==> src/rtl/cfg_window_pkg.sv <==
package cfg_window_pkg;
  localparam int IDX_W   = 3;
  localparam int NUM_IDX = 7;
  localparam int WORD_W  = 16;
  localparam int BYTE_W  = 8;
  localparam int RA_W    = 10;
  localparam int LAST_IDX = NUM_IDX - 1;

  // pointer byte bit positions (software-visible encoding)
  localparam int PB_CH      = 3;
  localparam int PB_DEVSEL  = 4;
  localparam int PB_NOBURST = 5;
  localparam int PB_WAIT    = 6;
  localparam int PB_AUTO    = 7;

  localparam logic [BYTE_W-1:0] PTR_RST    = 8'h50;
  localparam logic [BYTE_W-1:0] PTR_RDMASK = 8'hDF;
  localparam logic [BYTE_W-1:0] GEN_RST    = 8'h01;
  localparam logic [BYTE_W-1:0] GEN_MASK   = 8'hFB;
  localparam logic [BYTE_W-1:0] DTIM_RST   = 8'hF5;
  localparam logic [BYTE_W-1:0] CTIM_RST   = 8'hDE;
  localparam logic [WORD_W-1:0] CH_STRIDE  = 16'h0080;

  typedef enum logic [IDX_W-1:0] {
    IX_CMD_BASE = 3'd0,
    IX_GENERAL  = 3'd1,
    IX_RA_LOW   = 3'd2,
    IX_RA_CTRL  = 3'd3,
    IX_CTL_BASE = 3'd4,
    IX_DAT_TIM  = 3'd5,
    IX_CMD_TIM  = 3'd6,
    IX_UNUSED   = 3'd7
  } cfg_idx_e;

  function automatic logic [WORD_W-1:0] cmd_base_rst(input int ch);
    return 16'h01F0 - CH_STRIDE * WORD_W'(ch);
  endfunction

  function automatic logic [WORD_W-1:0] ctl_base_rst(input int ch);
    return 16'h03F6 - CH_STRIDE * WORD_W'(ch);
  endfunction
endpackage

==> src/rtl/cfg_window_ptr.sv <==
module cfg_window_ptr
  import cfg_window_pkg::*;
(
  input  logic              clk,
  input  logic              rst_n,
  input  logic              ptr_wr,
  input  logic [BYTE_W-1:0] ptr_wdata,
  input  logic              access,
  output logic [BYTE_W-1:0] ptr_q
);
  logic [IDX_W-1:0] idx_next;

  always_comb begin
    if (ptr_q[IDX_W-1:0] >= IDX_W'(LAST_IDX)) idx_next = '0;
    else                                      idx_next = ptr_q[IDX_W-1:0] + 1'b1;
  end

  always_ff @(posedge clk) begin
    if (!rst_n)                      ptr_q <= PTR_RST;
    else if (ptr_wr)                 ptr_q <= ptr_wdata;
    else if (access && ptr_q[PB_AUTO]) ptr_q[IDX_W-1:0] <= idx_next;
  end
endmodule

==> src/rtl/cfg_window_bank.sv <==
module cfg_window_bank
  import cfg_window_pkg::*;
#(
  parameter int CH = 0
) (
  input  logic              clk,
  input  logic              rst_n,
  input  logic              wr_en,
  input  logic [IDX_W-1:0]  idx,
  input  logic [WORD_W-1:0] wdata,
  output logic [WORD_W-1:0] rdata,
  output logic [WORD_W-1:0] cmd_base,
  output logic [WORD_W-1:0] ctl_base,
  output logic [BYTE_W-1:0] gen_cfg,
  output logic [RA_W-1:0]   ra_count,
  output logic              ra_en,
  output logic              mode4_en,
  output logic              fifo_clr,
  output logic [BYTE_W-1:0] data_tim,
  output logic [BYTE_W-1:0] cmd_tim
);
  logic [BYTE_W-1:0]      ra_low_q;
  logic [RA_W-BYTE_W-1:0] ra_high_q;
  cfg_idx_e               sel;

  assign sel      = cfg_idx_e'(idx);
  assign ra_count = {ra_high_q, ra_low_q};

  always_ff @(posedge clk) begin
    if (!rst_n) begin
      cmd_base  <= cmd_base_rst(CH);
      ctl_base  <= ctl_base_rst(CH);
      gen_cfg   <= GEN_RST;
      ra_low_q  <= '0;
      ra_high_q <= '0;
      ra_en     <= 1'b0;
      mode4_en  <= 1'b0;
      fifo_clr  <= 1'b0;
      data_tim  <= DTIM_RST;
      cmd_tim   <= CTIM_RST;
    end else begin
      fifo_clr <= wr_en && (sel == IX_RA_CTRL) && wdata[6];
      if (wr_en) begin
        case (sel)
          IX_CMD_BASE: cmd_base <= wdata;
          IX_GENERAL:  gen_cfg  <= wdata[BYTE_W-1:0] & GEN_MASK;
          IX_RA_LOW:   ra_low_q <= wdata[BYTE_W-1:0];
          IX_RA_CTRL: begin
            ra_en     <= wdata[7];
            mode4_en  <= wdata[4];
            ra_high_q <= wdata[RA_W-BYTE_W-1:0];
          end
          IX_CTL_BASE: ctl_base <= wdata;
          IX_DAT_TIM:  data_tim <= wdata[BYTE_W-1:0];
          IX_CMD_TIM:  cmd_tim  <= wdata[BYTE_W-1:0];
          default: ;
        endcase
      end
    end
  end

  always_comb begin
    case (sel)
      IX_CMD_BASE: rdata = cmd_base;
      IX_GENERAL:  rdata = {{(WORD_W-BYTE_W){1'b0}}, gen_cfg};
      IX_CTL_BASE: rdata = ctl_base;
      IX_DAT_TIM:  rdata = {{(WORD_W-BYTE_W){1'b0}}, data_tim};
      IX_CMD_TIM:  rdata = {{(WORD_W-BYTE_W){1'b0}}, cmd_tim};
      default:     rdata = '0;
    endcase
  end
endmodule

==> src/rtl/cfg_window.sv <==
module cfg_window
  import cfg_window_pkg::*;
#(
  parameter int NCH = 2
) (
  input  logic                   clk,
  input  logic                   rst_n,
  input  logic                   ptr_wr,
  input  logic [7:0]             ptr_wdata,
  output logic [7:0]             ptr_rdata,
  input  logic                   dat_wr,
  input  logic                   dat_rd,
  input  logic [15:0]            dat_wdata,
  output logic [15:0]            dat_rdata,
  output logic                   devsel_medium,
  output logic                   burst_en,
  output logic                   posted_wait,
  output logic [NCH*16-1:0]      cmd_base,
  output logic [NCH*16-1:0]      ctl_base,
  output logic [NCH-1:0]         dma_en,
  output logic [NCH-1:0]         drv_reset,
  output logic [NCH-1:0]         iordy_en,
  output logic [NCH-1:0]         port8_sel,
  output logic [NCH-1:0]         irq_act_low,
  output logic [NCH-1:0]         bm_en,
  output logic [NCH-1:0]         io_en,
  output logic [NCH-1:0]         ra_en,
  output logic [NCH-1:0]         mode4_en,
  output logic [NCH-1:0]         fifo_clr,
  output logic [NCH*10-1:0]      ra_count,
  output logic [NCH*8-1:0]       data_tim,
  output logic [NCH*8-1:0]       cmd_tim
);
  logic [BYTE_W-1:0] ptr_q;
  logic              ch_sel;
  logic [WORD_W-1:0] bank_rd  [NCH];
  logic [BYTE_W-1:0] bank_gen [NCH];

  cfg_window_ptr u_ptr (
    .clk       (clk),
    .rst_n     (rst_n),
    .ptr_wr    (ptr_wr),
    .ptr_wdata (ptr_wdata),
    .access    (dat_wr | dat_rd),
    .ptr_q     (ptr_q)
  );

  assign ch_sel        = ptr_q[PB_CH];
  assign ptr_rdata     = ptr_q & PTR_RDMASK;
  assign devsel_medium = ptr_q[PB_DEVSEL];
  assign burst_en      = ~ptr_q[PB_NOBURST];
  assign posted_wait   = ptr_q[PB_WAIT];

  for (genvar c = 0; c < NCH; c++) begin : g_bank
    cfg_window_bank #(.CH(c)) u_bank (
      .clk      (clk),
      .rst_n    (rst_n),
      .wr_en    (dat_wr && (ch_sel == 1'(c))),
      .idx      (ptr_q[IDX_W-1:0]),
      .wdata    (dat_wdata),
      .rdata    (bank_rd[c]),
      .cmd_base (cmd_base[c*WORD_W +: WORD_W]),
      .ctl_base (ctl_base[c*WORD_W +: WORD_W]),
      .gen_cfg  (bank_gen[c]),
      .ra_count (ra_count[c*RA_W +: RA_W]),
      .ra_en    (ra_en[c]),
      .mode4_en (mode4_en[c]),
      .fifo_clr (fifo_clr[c]),
      .data_tim (data_tim[c*BYTE_W +: BYTE_W]),
      .cmd_tim  (cmd_tim[c*BYTE_W +: BYTE_W])
    );
    assign dma_en[c]      = bank_gen[c][7];
    assign drv_reset[c]   = bank_gen[c][6];
    assign iordy_en[c]    = bank_gen[c][5];
    assign port8_sel[c]   = bank_gen[c][4];
    assign irq_act_low[c] = bank_gen[c][3];
    assign bm_en[c]       = bank_gen[c][1];
    assign io_en[c]       = bank_gen[c][0];
  end

  always_comb begin
    dat_rdata = '0;
    for (int c = 0; c < NCH; c++)
      if (ch_sel == 1'(c)) dat_rdata = bank_rd[c];
  end
endmodule

==> config.mk <==
export PLATFORM = sky130hd
export DESIGN_NAME = cfg_window
export DESIGN_NICKNAME = d
export VERILOG_FILES = /design/src/rtl/cfg_window_pkg.sv /design/src/rtl/cfg_window_ptr.sv /design/src/rtl/cfg_window_bank.sv /design/src/rtl/cfg_window.sv
export SDC_FILE = /design/constraint.sdc
export NUM_CORES = 1
export LEC_CHECK = 0
export BUFFER_PORTS_ARGS = -buffer_cell sky130_fd_sc_hd__buf_2
export CAP_MARGIN = 40
export CORE_ASPECT_RATIO = 0.75
export CORE_UTILIZATION = 46
export DETAILED_ROUTE_END_ITERATION = 6
export GPL_TIMING_DRIVEN = 0
export HOLD_SLACK_MARGIN = 0.06
export MAX_ROUTING_LAYER = met4
export PLACE_DENSITY = 0.72
export SYNTH_ARGS = -nofsm -noshare
export SYNTH_HDL_FRONTEND = slang
export SYNTH_HIERARCHICAL = 1
export SYNTH_SLANG_ARGS = --single-unit
==> constraint.sdc <==
create_clock -name clk -period 4.6 [get_ports clk]
set_clock_uncertainty 0.15 [all_clocks]
set_input_delay 0.46 -clock clk [delete_from_list [all_inputs] [get_ports clk]]
set_output_delay 0.46 -clock clk [all_outputs]
set_load 0.03 [all_outputs]
Yosys cells after proc, flatten, opt, wreduce, memory -nomap -nowiden
Index checks and enable logic that the tools add are counted.
Widths: inputs -> output; s select.
Cells by class
  bitwise gates (word level): 3
  order comparisons: 1
  eq/ne operators: 6
  add/subtract/negate cells: 1
  reduce and logical (&&, ||, !) cells: 23
  multiplexer cells: 6
Operators with widths (number)
  $pmux 16 s5: 2
  $reduce_and 2->1: 14
  $mux 16: 1
  $eq 3x3->1 const B: 3
  $mux 3: 3
  $logic_and 1x1->1: 7
  $eq 3x2->1 const B: 2
  $add 3x1->3 const B: 1
  $eq 3x1->1 const B: 1
  $ge 3x3->1 const B: 1
  $logic_not 3->1: 1
  $not 1->1: 2
  $reduce_bool 2->1: 1
  $or 1x1->1: 1
Storage, ports and cells
  output and inout bits: 163
  bits of input ports: 29
  logic and storage cells: 62
  flip-flop bits (word level): 144

Depth between registers and ports, before layout
  depth in word-level cells: 4
  mapped depth: 9

Cells and area by module
Netlist, hierarchy kept.
By module, submodules not included
  cfg_window_bank (g_bank[1].u_bank): sequential area each 1361.3 sq um, area each 3032.9 sq um, times used 1, cells an instance 348
  cfg_window_bank (g_bank[0].u_bank): sequential area each 1361.3 sq um, area each 3026.7 sq um, times used 1, cells an instance 348
  cfg_window_ptr: sequential area each 160.2 sq um, area each 370.4 sq um, times used 1, cells an instance 40
  cfg_window: sequential area each 0.0 sq um, area each 294.0 sq um, times used 1, cells an instance 26

Worst setup path before layout
No wires, ideal clock.
  path type: register to output
  from: register u_ptr.ptr_q[0]
  to: output dat_rdata[0]
  data arrival time: 2.054 ns
  stages on the path, launching flop included: 7
  path buffers: 2
  path slack: 1.936 ns
  cell sequence: dfxtp_1 buf_4 buf_4 mux2_2 a22oi_1 o22ai_1 mux2_2
RTL lines
  start, declared: RTL line cfg_window_ptr.sv:9  | output logic [BYTE_W-1:0] ptr_q
  start signal, assigned: RTL line cfg_window_ptr.sv:20  | else if (ptr_wr) ptr_q <= ptr_wdata;
  end, declared: RTL line cfg_window.sv:14  | output logic [15:0] dat_rdata,

==> impl_metrics.csv <==
group,metric,value,unit
worst_setup_path,critPathCapture,"dat_rdata[5]",
die,dieArea,15100,um2
power_and_ir_drop,p_int,2390,uW
power_and_ir_drop,power,3270,uW
yosys,ys.warnings.count,6,
place,hpwl,15.4,mm
power_and_ir_drop,cellPowerDensity,384,nW/um2
power_and_ir_drop,p_comb_frac,0.142,
worst_setup_path,cp_cell_sequence,"buf_4 > buf_4 > mux2_2 > a22oi_1 > o22ai_1 > mux2_2 > buf_2",
worst_setup_path,worstPathArrival,2.88,ns
place,placed_area,7890,um2
worst_setup_path,crit_family,"flip-flops",
cells_and_area,fin_area,8530,um2
power_and_ir_drop,clockPowerShare,0.458,
run_status,outcome,"finished, final reports clean",
sta,max_slew_margin,0.560,
die,die_x,141,um
yosys,synth_cells,758,
global_route,grt_pass1_wl,32.7,mm
worst_setup_path,crit_path_top_delay_cell,"dfxtp_1",
routing,drc,0,
die,io_pins,192,
worst_setup_path,crit_required,3.99,ns
worst_setup_path,crit_cells,7,
worst_setup_path,r2r-start,"u_ptr/ptr_q[3]",
sta,rsz0062_at_grt,"no",
worst_setup_path,slowest_delay,0.74,ns
place,place.port_buffers,188,
hold_path,hold_depth,3,
worst_setup_path,startpoint,"u_ptr/ptr_q[0]",
clock_tree,cts_max_path_buffers,2,
worst_setup_path,criticalPathCategory,"reg -> out",
clock_tree,cts_root_buf,"clkbuf_16",
clock_tree,clkSlewWorstSetupHoldPaths,0.06,ns
clock_tree,postCtsSetupRepairBufs,0,
worst_setup_path,reg2reg_to,"g_bank[0].u_bank/cmd_base[4]",
power_and_ir_drop,seq_power_share,0.400,
power_and_ir_drop,ir_drop,0.000269,V
clock_tree,cts_tree,"yes",
sta,clock.fmax,0.287,GHz
die,start_util,0.479,
sta,hold_viol,0,
worst_setup_path,cp-end-kind,"primary output",
cells_and_area,multi_input_area,3430,um2
worst_setup_path,cp_num_buf_inv,3,
sta,drv_slew,0,
cells_and_area,final.fill_count,1289,
power_and_ir_drop,p_leak,0.00376,uW
die,die_h,107,um
global_route,first_global_vias,5782,
die,num_rows,37,
clock_tree,cts_made_buffers,17,
worst_setup_path,r2r_slack,2.35,ns
cells_and_area,final_util,0.610,
cells_and_area,seq_area,2880,um2
yosys,avgSynthCellArea,8.84,um2
power_and_ir_drop,swShare,0.270,
cells_and_area,layout.nets,996,
clock_tree,cts-htree-levels,4,
clock_tree,cts_sinks,144,
global_route,grt_overflow,0,
clock_tree,holdBufCountCts,0,
routing,wl,21.5,mm
sta,setup_violations,0,
hold_path,hp-class,"in -> reg",
die,core,14000,um2
global_route,grt_max_degree,17,
sta,min_period_over_period,0.758,
sta,tightest_slew,0.660,ns
global_route,grt_usage,0.297,
worst_setup_path,path_max_fanout,15,
flow_run,maxCapViolCount,0,
cells_and_area,drive_gt1_frac,0.303,
routing,wl_per_cell,18.3,um
routing,firstDrtPassIters,5,
yosys,synthesis.area,6700,um2
routing,vias,6357,
routing,viasPerCell,5.41,
routing,antenna_left,0,
worst_setup_path,rr_worst_depth,9,
cells_and_area,final_cell_mix,"buf_2, nand2_1, dfxtp_1",
clock_tree,clock_latency,0.42,ns
clock_tree,cts_resized,0,
yosys,synth_fp_nets,789,
cells_and_area,syn_to_final_growth,27.2,%
routing,dr.first_iter.drc_count,535,
power_and_ir_drop,switchingPower,885,uW
global_route,grt_antenna_before_repair,0,
cells_and_area,final_common_cell,"buf_2",
place,gp_congestion,0.847,
sta,period_minus_slack,3.49,ns
sta,setup_tns,0,ns
worst_setup_path,startpoint_type,"flop",
[power by group through the flow]
stage / registers, uW / clock network [uW] / logic [uW]
after floorplan: 1390 / 0 / 256
after global placement: 1340 / 0 / 454
after detailed placement: 1340 / 0 / 458
after CTS: 1310 / 1510 / 460
after global routing: 1310 / 1570 / 493
final: 1310 / 1500 / 464
[worst reg2reg max path, cell delays in order (launching register included)]
cell     delay (ns)
dfxtp_1        0.33
buf_6          0.16
buf_12         0.16
and2b_2        0.22
buf_4          0.16
or4b_1         0.43
buf_2          0.19
buf_6          0.16
nand2_1        0.07
nand3_1        0.07
[sequential cells by signal, indices dropped and copies added, names as in the netlist]
register and count:
g_bank.u_bank/ra_high_q 4, g_bank.u_bank/mode4_en 2, g_bank.u_bank/ra_en 2, g_bank.u_bank/fifo_clr 2
g_bank.u_bank/cmd_base 32, u_ptr/ptr_q 8, g_bank.u_bank/data_tim 16, g_bank.u_bank/ra_low_q 16
g_bank.u_bank/cmd_tim 16, g_bank.u_bank/ctl_base 32, g_bank.u_bank/gen_cfg 14
[worst min-delay path by stage]
stage	startpoint	to	slack, ns
floorplan	u_ptr/ptr_q[5]	u_ptr/ptr_q[5]	0.33
global placement	g_bank[1].u_bank/data_tim[3]	g_bank[1].u_bank/data_tim[3]	0.31
detailed placement	g_bank[1].u_bank/cmd_base[13]	g_bank[1].u_bank/cmd_base[13]	0.31
CTS	ptr_wdata[6]	u_ptr/ptr_q[6]	0.1
global route	ptr_wdata[6]	u_ptr/ptr_q[6]	0.1
finish	ptr_wdata[6]	u_ptr/ptr_q[6]	0.11
[stage by stage]
step | hold slack [ns] | worst slack (ns) | std cells
2_1_floorplan | 0.333 | 1.94 | 758
3_3_place_gp | 0.306 | 1.60 | 1141
3_5_place_dp | 0.311 | 1.59 | 1141
4_1_cts | 0.0955 | 1.12 | 1173
5_1_grt | 0.0972 | 0.958 | 1173
6_report | 0.106 | 1.11 | 1174
[per-layer routing]
| layer | part of all wire | track usage | vias up |
|---|---|---|---|
| met1 | 0.46 | 0.414 | 3014 |
| met2 | 0.43 | 0.421 | 319 |
| met5 | 0 | - | - |
| met3 | 0.10 | 0.0716 | 20 |
| li1 | - | - | 3004 |
| met4 | 0.013 | 0.0929 | 0 |
[layout make-up]
| cell class | count | area share |
|---|---|---|
| multi-input cells | 542 | 0.402 |
| flip-flops and latches | 144 | 0.338 |
| repair buffers | 188 | 0.110 |
| clock buffers | 21 | 0.0540 |
| plain buffers | 67 | 0.0439 |
| well taps | 195 | 0.0286 |
| clock inverters | 11 | 0.0208 |
| inverters | 5 | 0.00220 |
| diodes | 1 | 0.000293 |
No activity file was read; power rests on OpenSTA's default activity.
